**config.mk**
```make
export PLATFORM = sky130hd
export DESIGN_NAME = par8_wr_master
export DESIGN_NICKNAME = d
export VERILOG_FILES = /design/src/rtl/par8_wr_master.sv
export SDC_FILE = /design/constraint.sdc
export NUM_CORES = 1
export LEC_CHECK = 0
export CORE_MARGIN = 3
export CORE_UTILIZATION = 51
export DETAILED_ROUTE_END_ITERATION = 8
export PLACE_DENSITY_LB_ADDON = 0.2
export SYNTH_ARGS = -nofsm -noshare
export SYNTH_HDL_FRONTEND = slang
export SYNTH_SLANG_ARGS = --single-unit
```
**constraint.sdc**
```tcl
create_clock -name clk -period 4.4 [get_ports clk]
set_input_delay 1.1 -clock clk [delete_from_list [all_inputs] [get_ports clk]]
set_output_delay 1.1 -clock clk [all_outputs]
set_load 0.05 [all_outputs]
```
**src/rtl/par8_wr_master.sv**
```systemverilog
module par8_wr_master #(
  parameter int CLK_NS    = 4,
  parameter int T_CYC_NS  = 300,
  parameter int T_AS_NS   = 10,
  parameter int T_DSW_NS  = 40,
  parameter int T_DHW_NS  = 7,
  parameter int T_PWL_NS  = 60,
  parameter int T_PWH_NS  = 60,
  parameter int T_CSF_NS  = 20
) (
  input  logic       clk,
  input  logic       rst,
  input  logic       in_valid,
  output logic       in_ready,
  input  logic [7:0] in_byte,
  input  logic       in_is_data,
  output logic       bus_cs_n,
  output logic       bus_dc,
  output logic       bus_wr_n,
  output logic       bus_rd_n,
  output logic [7:0] bus_dq_o,
  output logic       bus_dq_oe
);
  function automatic int ns2cyc(input int ns);
    int c;
    c = (ns + CLK_NS - 1) / CLK_NS;
    return (c < 1) ? 1 : c;
  endfunction

  function automatic int imax(input int a, input int b);
    return (a > b) ? a : b;
  endfunction

  localparam int N_AS   = ns2cyc(T_AS_NS);
  localparam int N_LOW  = imax(ns2cyc(T_PWL_NS), ns2cyc(T_DSW_NS));
  localparam int N_HOLD = imax(ns2cyc(T_CSF_NS), ns2cyc(T_DHW_NS));
  localparam int N_CYC  = ns2cyc(T_CYC_NS);
  localparam int N_PWH  = ns2cyc(T_PWH_NS);
  localparam int N_GAP  = imax(1, imax(N_CYC - N_LOW - N_HOLD - N_AS, N_PWH - N_HOLD - N_AS));
  localparam int N_MAX  = imax(imax(N_AS, N_LOW), imax(N_HOLD, N_GAP));
  localparam int CW     = $clog2(N_MAX + 1);

  typedef enum logic [2:0] {IDLE, SETUP, LOW, HOLD, GAP} phase_t;

  phase_t        st, nxt;
  logic [CW-1:0] cnt, cnt_nxt;
  logic [7:0]    dat_q;
  logic          dc_q, cs_q, wr_q, oe_q;
  logic          last;

  assign last     = (cnt == '0);
  assign in_ready = (st == IDLE);

  always_comb begin
    nxt     = st;
    cnt_nxt = cnt - 1'b1;
    case (st)
      IDLE: begin
        cnt_nxt = '0;
        if (in_valid) begin
          nxt     = SETUP;
          cnt_nxt = CW'(N_AS - 1);
        end
      end
      SETUP: if (last) begin nxt = LOW;  cnt_nxt = CW'(N_LOW - 1);  end
      LOW:   if (last) begin nxt = HOLD; cnt_nxt = CW'(N_HOLD - 1); end
      HOLD:  if (last) begin nxt = GAP;  cnt_nxt = CW'(N_GAP - 1);  end
      GAP:   if (last) begin nxt = IDLE; cnt_nxt = '0;              end
      default: begin nxt = IDLE; cnt_nxt = '0; end
    endcase
  end

  always_ff @(posedge clk) begin
    if (rst) begin
      st    <= IDLE;
      cnt   <= '0;
      cs_q  <= 1'b1;
      wr_q  <= 1'b1;
      oe_q  <= 1'b0;
      dat_q <= 8'h00;
      dc_q  <= 1'b0;
    end else begin
      st    <= nxt;
      cnt   <= cnt_nxt;
      cs_q  <= !(nxt == SETUP || nxt == LOW || nxt == HOLD);
      oe_q  <=  (nxt == SETUP || nxt == LOW || nxt == HOLD);
      wr_q  <= (nxt != LOW);
      if (in_valid && in_ready) begin
        dat_q <= in_byte;
        dc_q  <= in_is_data;
      end
    end
  end

  assign bus_cs_n  = cs_q;
  assign bus_wr_n  = wr_q;
  assign bus_rd_n  = 1'b1;
  assign bus_dc    = dc_q;
  assign bus_dq_o  = dat_q;
  assign bus_dq_oe = oe_q;
endmodule


```
After elaboration in Yosys (flattened, before gate mapping):

Index checks and enable logic that the tools add are counted.

* input port bits: 12
* bits in registers: 21

* add/sub/neg operators: 1
* reduce and logical (&&, ||, !) cells: 6
* muxes and demuxes: 12
* eq/ne operators: 8

Operators with widths (count)
* 6-bit one-hot mux with 5 select lines: 1
* 6-bit two-way mux: 4
* 3-bit two-way mux: 5
* 3-bit one-hot mux with 5 select lines: 1
* 3-bit by 2-bit == test with 1-bit output (second input constant): 4
* 3-bit by 1-bit == test with 1-bit output (second input constant): 2
* 6-bit logical NOT: 1
* 6-bit by 1-bit subtractor with 6-bit output (second input constant): 1
* 3-bit == test (second input constant): 1
* 3-bit logical NOT: 1
* 3-bit by 2-bit != test with 1-bit output (second input constant): 1
* 1-bit logical OR: 2
* 2-bit two-way mux: 1
* 1-bit logical AND: 1
* 1-bit logical NOT: 1

Depth between registers and ports, before layout:

Gate-level depths: netlist of the first run.

* word-level depth: 7
* gate-level depth with buffers: 7
* mapped depth without buffers: 7

Least setup slack after synthesis of the first run:

Ideal clock, no wire load.

* path kind: reg2out
* from: register st[1]
* to: output in_ready
* cell stages (with the launch flop): 4
* data arrival time: 1.371 ns
* buffers on the path: 1
* data required time: 3.300 ns
* path slack: 1.929 ns
* path through: dfxtp_1 -> clkbuf_1 -> or2_1 -> nor2_1

* word-level cells in the longest chain between the ends: 1

Ends and longest elaborated chain
* from (decl): RTL line 45 `phase_t st, nxt;`
* from (signal assigned): RTL line 83 `st <= nxt;`
* 3-bit logical NOT: RTL line 52 `assign in_ready = (st == IDLE);`
* to (decl): RTL line 14 `output logic in_ready,`

No other way between the ends.

Final worst setup path of the first run:

Ends and elaborated chain as after synthesis.

==> flow_summary.toml, run 1 <==
[placed_design]
dp_hpwl_um = 1890
dp.cells = 177
routabilityCongestion = 0.875
io_buffers = 24

[timing]
post-route-period-util = 0.743
setup_viol = 0
setup_tns_ns = 0
period_minus_slack_ns = 3.27
skew_ns = 0.00539
rsz0062_at_grt = "no"
finalHoldViolCount = 0
slew_headroom = 0.510
fmax_ghz = 0.306
drv_slew = 0
tightestPinTransition_ns = 0.732

[finish]
final_util = 0.720
diodes = 0
nNetsFinal = 171
area_growth_pct = 24.6
fin_cells = 181
drive_gt1_frac = 0.0705

[pwr]
p_int_uw = 506
pwr-share-clk = 0.092
powerDensity_nw_per_um2 = 762
ir_drop_mv = 0.453
switching_share = 0.499
total_power_uw = 1010
p_comb_frac = 0.598
p_leak_uw = 0.000482
seqPwrFrac = 0.311
switchingPower_uw = 503

[global_route]
overflow = 0
antenna_found_initial = 0
grt_max_degree = 20
grt_pass1_vias = 943
track_usage = 0.215
grt_pass1_wl_um = 4330

[floorplanning]
start_util = 0.578
die_area_um2 = 2670
fp.dieW_um = 51.7
io-pin-count = 26
die_height_um = 51.7
core-area_um2 = 1840
rows = 15

[setup_path]
crit_type = "reg -> out"
setup.worst_path.start_class = "register"
r2r-start = "cnt[0]"
startpoint = "st[1]"
cp.arrival_ns = 2.17
required_ns = 3.30
cp_max_fo = 18
end_kind = "primary output"

[routing]
vias = 1024
wl_per_cell_um = 14.0
vias_per_cell = 5.66
drt_iter0_drc = 13
drc = 0
wirelength_um = 2540
dr.pass1.iters = 4
ant_nets = 0

[clock_tree]
clk_pin_slew_ns = 0.12
cts_resized = 0
holdBufCountCts = 0
numCtsBuffers = 3
post_cts_buffers = 0
root_buffer = "clkbuf_4"
cts_tree = "built"
insertion_delay_ns = 0.31
clockBufferDepth = 2
htreeDepth = 1
cts.sinks = 21

[logic_synthesis]
yosys_warnings = 0
synth.net_count = 150
synth.most_common_cell = "nand2_1"
synth.top_cells.by_area = "dfxtp_1 (40%), a21oi_1 (9.4%), nand2_1 (8.8%)"
netlist_area_um2 = 1060
synth_flop_cell = "dfxtp_1"
synth_edf_count = 0
async_reset_ff_frac = 0
ys_seq_area_frac = 0.395
yosysUniqueCellTypes = 40
synth-seq-cells = 21
ys_top_cells_by_count = "nand2_1 (25), dfxtp_1 (21), a21oi_1 (20), nor2_1 (8), nor3_1 (7)"
synth_top_cell_by_area = "dfxtp_1"
synthCells = 136
avgSynthCellArea_um2 = 7.82
netlist.area_leader.share = 0.395

[hold_path]
hp-start = "bus_dq_o[1]"
min-delay-path-class = "reg -> reg"

[job]
max_cap_violations = 0

[outcome]
outcome = "finished clean"
-- state kept, by name, summed over array words and instances (netlist names) --
register / count
cnt: 6
bus_dc: 1
bus_dq_oe: 1
st: 3
bus_dq_o: 8
bus_cs_n: 1
bus_wr_n: 1
-- stage by stage --
| stage | cell area, um2 | hold WS [ns] | worst slack [ns] |
|---|---|---|---|
| 3_5_place_dp | 1300 | 0.446 | 1.49 |
| 4_1_cts | 1330 | 0.462 | 1.13 |
| 3_3_place_gp | 1300 | 0.441 | 1.57 |
| 2_1_floorplan | 1060 | 0.528 | 1.93 |
| 5_1_grt | 1330 | 0.486 | 1.01 |
| 6_report | 1330 | 0.460 | 1.13 |
-- cells by family after synthesis --
family	after synthesis	share of synthesized area
multiplexers	1	0.00941
AND/OR/NAND/NOR	61	0.294
adder cells (fa/ha/maj)	2	0.0235
AO/OA/AOI/OAI	35	0.200
flip-flops	21	0.395
buffers and inverters	12	0.0494
other	1	0.00353
XOR/XNOR	3	0.0247
-- layout by cell type, fill, tap and decap left out, types with 2 or more instances in the layout --
cell	synthesis	final
nand2b_1	2	2
nor2_1	8	8
nor3_1	7	7
o21ai_0	2	2
dfxtp_1	21	21
a21oi_1	20	20
nand2_1	25	25
o21ai_1	4	4
inv_1	4	4
or3_1	2	2
xnor2_1	3	3
nor2b_1	2	2
nor4_1	2	2
nand2_2	2	2
ha_1	2	2
clkbuf_4	0	3
clkdlybuf4s50_1	0	24
-- final timing paths --
check | endpoint | slack (ns) | cells past startpoint
min | bus_dq_o[1] | 0.46 | 2
max reg2reg | cnt[3] | 2.48 | 7
max | in_ready | 1.13 | 3
min reg2reg | bus_dq_o[1] | 0.46 | 2
-- worst max-delay path, stage by stage, from the launching register on --
cell and delay [ns]:
dfxtp_1 0.50, or2_1 0.34, nor2_1 0.18, clkdlybuf4s50_1 0.84
-- routing by layer --
| metal | vias to the layer above | wire length, um | global-route usage |
|---|---|---|---|
| met5 | - | 0 | 0 |
| met4 | 0 | 10 | 0.0524 |
| met3 | 2 | 145 | 0.0745 |
| met2 | 24 | 1260 | 0.352 |
| met1 | 490 | 1120 | 0.270 |
| li1 | 508 | - | - |
-- power by group through the flow --
stage               clock, uW  combinational (uW)  sequential, uW
global route              103                 657             323
finish                   92.6                 603             314
global placement            0                 579             310
CTS                      96.1                 603             311
detailed placement          0                 598             316
floorplan                   0                 396             366
-- area by class of cell --
class	count	area [um2]
inverter	4	15.0
tap	25	31.3
timing repair buffer	24	240
fill	176	514
clock inverter	1	5.00
multi-input combinational	103	591
clock buffer	3	22.5
sequential	21	420
Power figures use the tool's default switching activity.
==> run 2, diff against run 1 <==
--- a/config.mk
+++ b/config.mk
@@ -6,7 +6,7 @@
 export NUM_CORES = 1
 export LEC_CHECK = 0
 export CORE_MARGIN = 3
-export CORE_UTILIZATION = 51
+export CORE_UTILIZATION = 43
 export DETAILED_ROUTE_END_ITERATION = 8
 export PLACE_DENSITY_LB_ADDON = 0.2
 export SYNTH_ARGS = -nofsm -noshare
==> constraint.sdc (replaced) <==
create_clock -name clk -period 2.98 [get_ports clk]
set_input_delay 0.745 -clock clk [delete_from_list [all_inputs] [get_ports clk]]
set_output_delay 0.745 -clock clk [all_outputs]
set_load 0.05 [all_outputs]
==> flow_summary.toml, run 2 (synthesis gave the netlist of run 1 again) <==
[clock_tree]
root_buffer = "clkbuf_4"
clockBufferDepth = 2
numCtsBuffers = 3
cts.sinks = 21
insertion_delay_ns = 0.31
cts_resized = 0
holdBufCountCts = 0
post_cts_buffers = 0
clk_pin_slew_ns = 0.12
htreeDepth = 1
cts_tree = "built"

[pwr]
switchingPower_uw = 722
seqPwrFrac = 0.309
powerDensity_nw_per_um2 = 1090
p_int_uw = 748
p_comb_frac = 0.600
p_leak_uw = 0.000493
switching_share = 0.491
ir_drop_mv = 0.730
pwr-share-clk = 0.091

[floorplanning]
start_util = 0.467
io-pin-count = 26
fp.dieW_um = 55.7
core-area_um2 = 2280
die_area_um2 = 3110
rows = 17
die_height_um = 55.7

[setup_path]
crit_type = "reg -> out"
setup.worst_path.start_class = "register"
crit_end = "in_ready"
startpoint = "st[1]"
required_ns = 2.24
cp_max_fo = 18
cp.arrival_ns = 2.10
r2r-start = "cnt[0]"
r2r_end = "cnt[3]"
end_kind = "primary output"
r2r_cells = 7
r2r_slack_ns = 1.03

[timing]
rsz0062_at_grt = "no"
drv_slew = 0
setup_viol = 0
post-route-period-util = 0.955
tightestPinTransition_ns = 0.506
slew_headroom = 0.662
skew_ns = 0.00970
fmax_ghz = 0.351
period_minus_slack_ns = 2.85
finalHoldViolCount = 0
setup_tns_ns = 0

[finish]
nNetsFinal = 173
layout_commonest_cell = "nand2_1"
diodes = 0
layout_common_cells = "nand2_1 (25), clkdlybuf4s50_1 (24), dfxtp_1 (21)"
drive_gt1_frac = 0.0823
largest_reg_flops = 8
fill_cells = 217
fin_cells = 186
area_growth_pct = 26.4

[global_route]
track_usage = 0.153
antenna_found_initial = 0
grt_max_degree = 19
grt_pass1_wl_um = 3870
overflow = 0
grt_pass1_vias = 845

[placed_design]
routabilityCongestion = 0.858
dp_hpwl_um = 1710
dp.cells = 182
io_buffers = 24

[routing]
drt_iter0_drc = 26
wirelength_um = 2380
drc = 0
vias_per_cell = 5.43
dr.pass1.iters = 4
ant_nets = 0
wl_per_cell_um = 12.8
vias = 1010

[hold_path]
min-delay-path-class = "reg -> reg"
hold_path_depth = 2

[outcome]
outcome = "finished clean"

[job]
max_cap_violations = 0
run 2: critical path, stage by stage, from the launching register on:
cell and delay (ns):
dfxtp_1 0.48, or2_1 0.33, nor2_1 0.15, clkdlybuf4s50_1 0.83
run 2: per-stage QoR:
| step | setup slack, ns | power (uW) | hold WS (ns) | instance area (um2) | util |
|---|---|---|---|---|---|
| final | 0.133 | 1470 | 0.460 | 1340 | 0.590 |
| after global routing | 0.0185 | 1570 | 0.482 | 1340 | 0.590 |
| after CTS | 0.120 | 1470 | 0.466 | 1340 | 0.590 |
| after detailed placement | 0.484 | 1340 | 0.451 | 1320 | 0.578 |
| after global placement | 0.506 | 1320 | 0.442 | 1320 | 0.578 |
| after floorplan | 0.864 | 1120 | 0.528 | 1060 | - |
run 2: layout make-up:
cell class,count,area (um2),share of cell area
multi-input combinational,103,591,0.439
sequential,21,420,0.313
timing repair buffer,26,255,0.190
tap,28,35.0,0.0261
clock buffer,3,22.5,0.0168
inverter,4,15.0,0.0112
clock inverter,1,5.00,0.00372
run 2: per-layer routing:
layer | global-route usage | part of all wire
met4 | 0.0521 | 0.017
met5 | 0 | 0
met2 | 0.228 | 0.43
met1 | 0.209 | 0.49
met3 | 0.0464 | 0.055
run 2: worst min path at each step:
stage	start	end
detailed placement	bus_dq_o[4]	bus_dq_o[4]
CTS	bus_dq_o[6]	bus_dq_o[6]
floorplan	cnt[5]	cnt[5]
finish	bus_dq_o[6]	bus_dq_o[6]
global route	bus_dq_o[6]	bus_dq_o[6]
global placement	bus_dq_o[4]	bus_dq_o[4]
run 2: power groups by stage:
stage                     combinational (uW)  sequential, uW  clock (uW)
after floorplan                          584             540           0
after global placement                   865             456           0
after detailed placement                 876             459           0
after CTS                                881             452         141
after global routing                     952             470         153
final                                    882             455         133
==> run 3, diff against run 2 <==
--- a/config.mk
+++ b/config.mk
@@ -9,6 +9,7 @@
 export CORE_UTILIZATION = 43
 export DETAILED_ROUTE_END_ITERATION = 8
 export PLACE_DENSITY_LB_ADDON = 0.2
+export REMOVE_ABC_BUFFERS = 1
 export SYNTH_ARGS = -nofsm -noshare
 export SYNTH_HDL_FRONTEND = slang
 export SYNTH_SLANG_ARGS = --single-unit
==> flow_summary.toml, run 3 (synthesis gave the netlist of run 1 again) <==
[pwr]
p_leak_uw = 0.000490
switchingPower_uw = 743
seqPwrFrac = 0.290
switching_share = 0.495
powerDensity_nw_per_um2 = 1120
ir_drop_mv = 0.553
pwr-share-clk = 0.093
p_int_uw = 758
p_comb_frac = 0.617

[hold_path]
min-delay-path-class = "reg -> reg"
min_to = "bus_dq_o[6]"
hold_path_depth = 2
hp-start = "bus_dq_o[6]"

[timing]
tightestPinTransition_ns = 0.514
period_minus_slack_ns = 2.80
rsz0062_at_grt = "no"
fmax_ghz = 0.357
skew_ns = 0.00291
setup_viol = 0
finalHoldViolCount = 0
slew_headroom = 0.657
drv_slew = 0
post-route-period-util = 0.940
setup_tns_ns = 0

[setup_path]
max_stage_delay_ns = 0.83
setup.worst_path.start_class = "register"
path_cells = "or2_1 > nor2_1 > clkdlybuf4s50_1"
r2r_cells = 7
required_ns = 2.24
end_kind = "primary output"
r2r_end = "cnt[3]"
crit_type = "reg -> out"
crit_slowest_cell = "clkdlybuf4s50_1"
cp.arrival_ns = 2.06
r2r-start = "cnt[0]"
cp_max_fo = 14
r2r_slack_ns = 1.00

[routing]
wirelength_um = 2560
wl_per_cell_um = 13.8
vias = 1018
ant_nets = 0
dr.pass1.iters = 4
drc = 0
vias_per_cell = 5.47
drt_iter0_drc = 25

[floorplanning]
core-area_um2 = 2280
die_height_um = 55.7
start_util = 0.467
io-pin-count = 26
rows = 17
fp.dieW_um = 55.7
die_area_um2 = 3110

[finish]
multi_input_area_um2 = 591
area_growth_pct = 26.2
layout_common_cells = "nand2_1 (25), clkdlybuf4s50_1 (24), dfxtp_1 (21)"
fill_cells = 204
seqCellArea_um2 = 420
layout_commonest_cell = "nand2_1"
nNetsFinal = 173
drive_gt1_frac = 0.0759
fin_cells = 186
diodes = 0
largest_reg_flops = 8

[clock_tree]
cts_tree = "built"
htreeDepth = 1
post_cts_buffers = 0
cts_resized = 0
cts.sinks = 21
holdBufCountCts = 0
root_buffer = "clkbuf_4"
numCtsBuffers = 3
clk_pin_slew_ns = 0.11
clockBufferDepth = 2
insertion_delay_ns = 0.31

[outcome]
outcome = "finished clean"

[placed_design]
io_buffers = 24
dp.cells = 182
routabilityCongestion = 0.876
dp_hpwl_um = 1960

[job]
max_cap_violations = 0

[global_route]
grt_pass1_wl_um = 4280
grt_max_degree = 19
grt_pass1_vias = 911
track_usage = 0.171
antenna_found_initial = 0
overflow = 0
[run 3: cell count changes in the layout (fill, tap and decap cells not counted)]
cell      before  now
clkbuf_1       0    1
clkinv_2       1    0
[run 3: power by group through the flow]
stage / Combinational (uW) / Clock, uW / Sequential [uW]
floorplan: 528 / 0 / 573
global placement: 895 / 0 / 436
detailed placement: 918 / 0 / 442
CTS: 923 / 140 / 436
global route: 1010 / 152 / 448
finish: 926 / 139 / 436
[run 3: cell type report]
cell class                      instances  share of cell area
Multi-Input combinational cell        103               0.440
Sequential cell                        21               0.313
Timing Repair Buffer                   26               0.190
Tap cell                               28              0.0261
Clock buffer                            4              0.0196
Inverter                                4              0.0112
[run 3: how the worst max path moves through the flow]
stage	from	slack (ns)	cells after the start	end
CTS	st[0]	0.17	3	in_ready
floorplan	st[1]	0.83	2	in_ready
finish	st[0]	0.18	3	in_ready
detailed placement	st[0]	0.53	3	in_ready
global placement	st[0]	0.55	3	in_ready
global route	st[0]	0.07	3	in_ready
[run 3: routing by layer]
layer / GRT usage / wire length [um] / vias to the layer above / part of all wire
li1: - / - / 520 / -
met4: 0.0208 / 0 / 0 / 0
met2: 0.294 / 1280 / 30 / 0.50
met1: 0.214 / 1120 / 468 / 0.44
met5: 0 / 0 / - / 0
met3: 0.0534 / 161 / 0 / 0.063
[run 3: per-stage QoR]
stage	hold slack (ns)	setup slack [ns]	power (uW)	utilization	instance area, um2
after floorplan	0.528	0.835	1100	-	1030
after global placement	0.442	0.554	1330	0.578	1320
after detailed placement	0.446	0.525	1360	0.578	1320
after CTS	0.462	0.169	1500	0.590	1340
after global routing	0.490	0.0672	1610	0.590	1340
final	0.460	0.179	1500	0.590	1340
[run 3: critical path: cells and delay by family (launching register included)]
| kind | cells | cell delay [ns] |
|---|---|---|
| buffers and inverters | 1 | 0.83 |
| DFF | 1 | 0.46 |
| and+or+nand+nor | 2 | 0.45 |
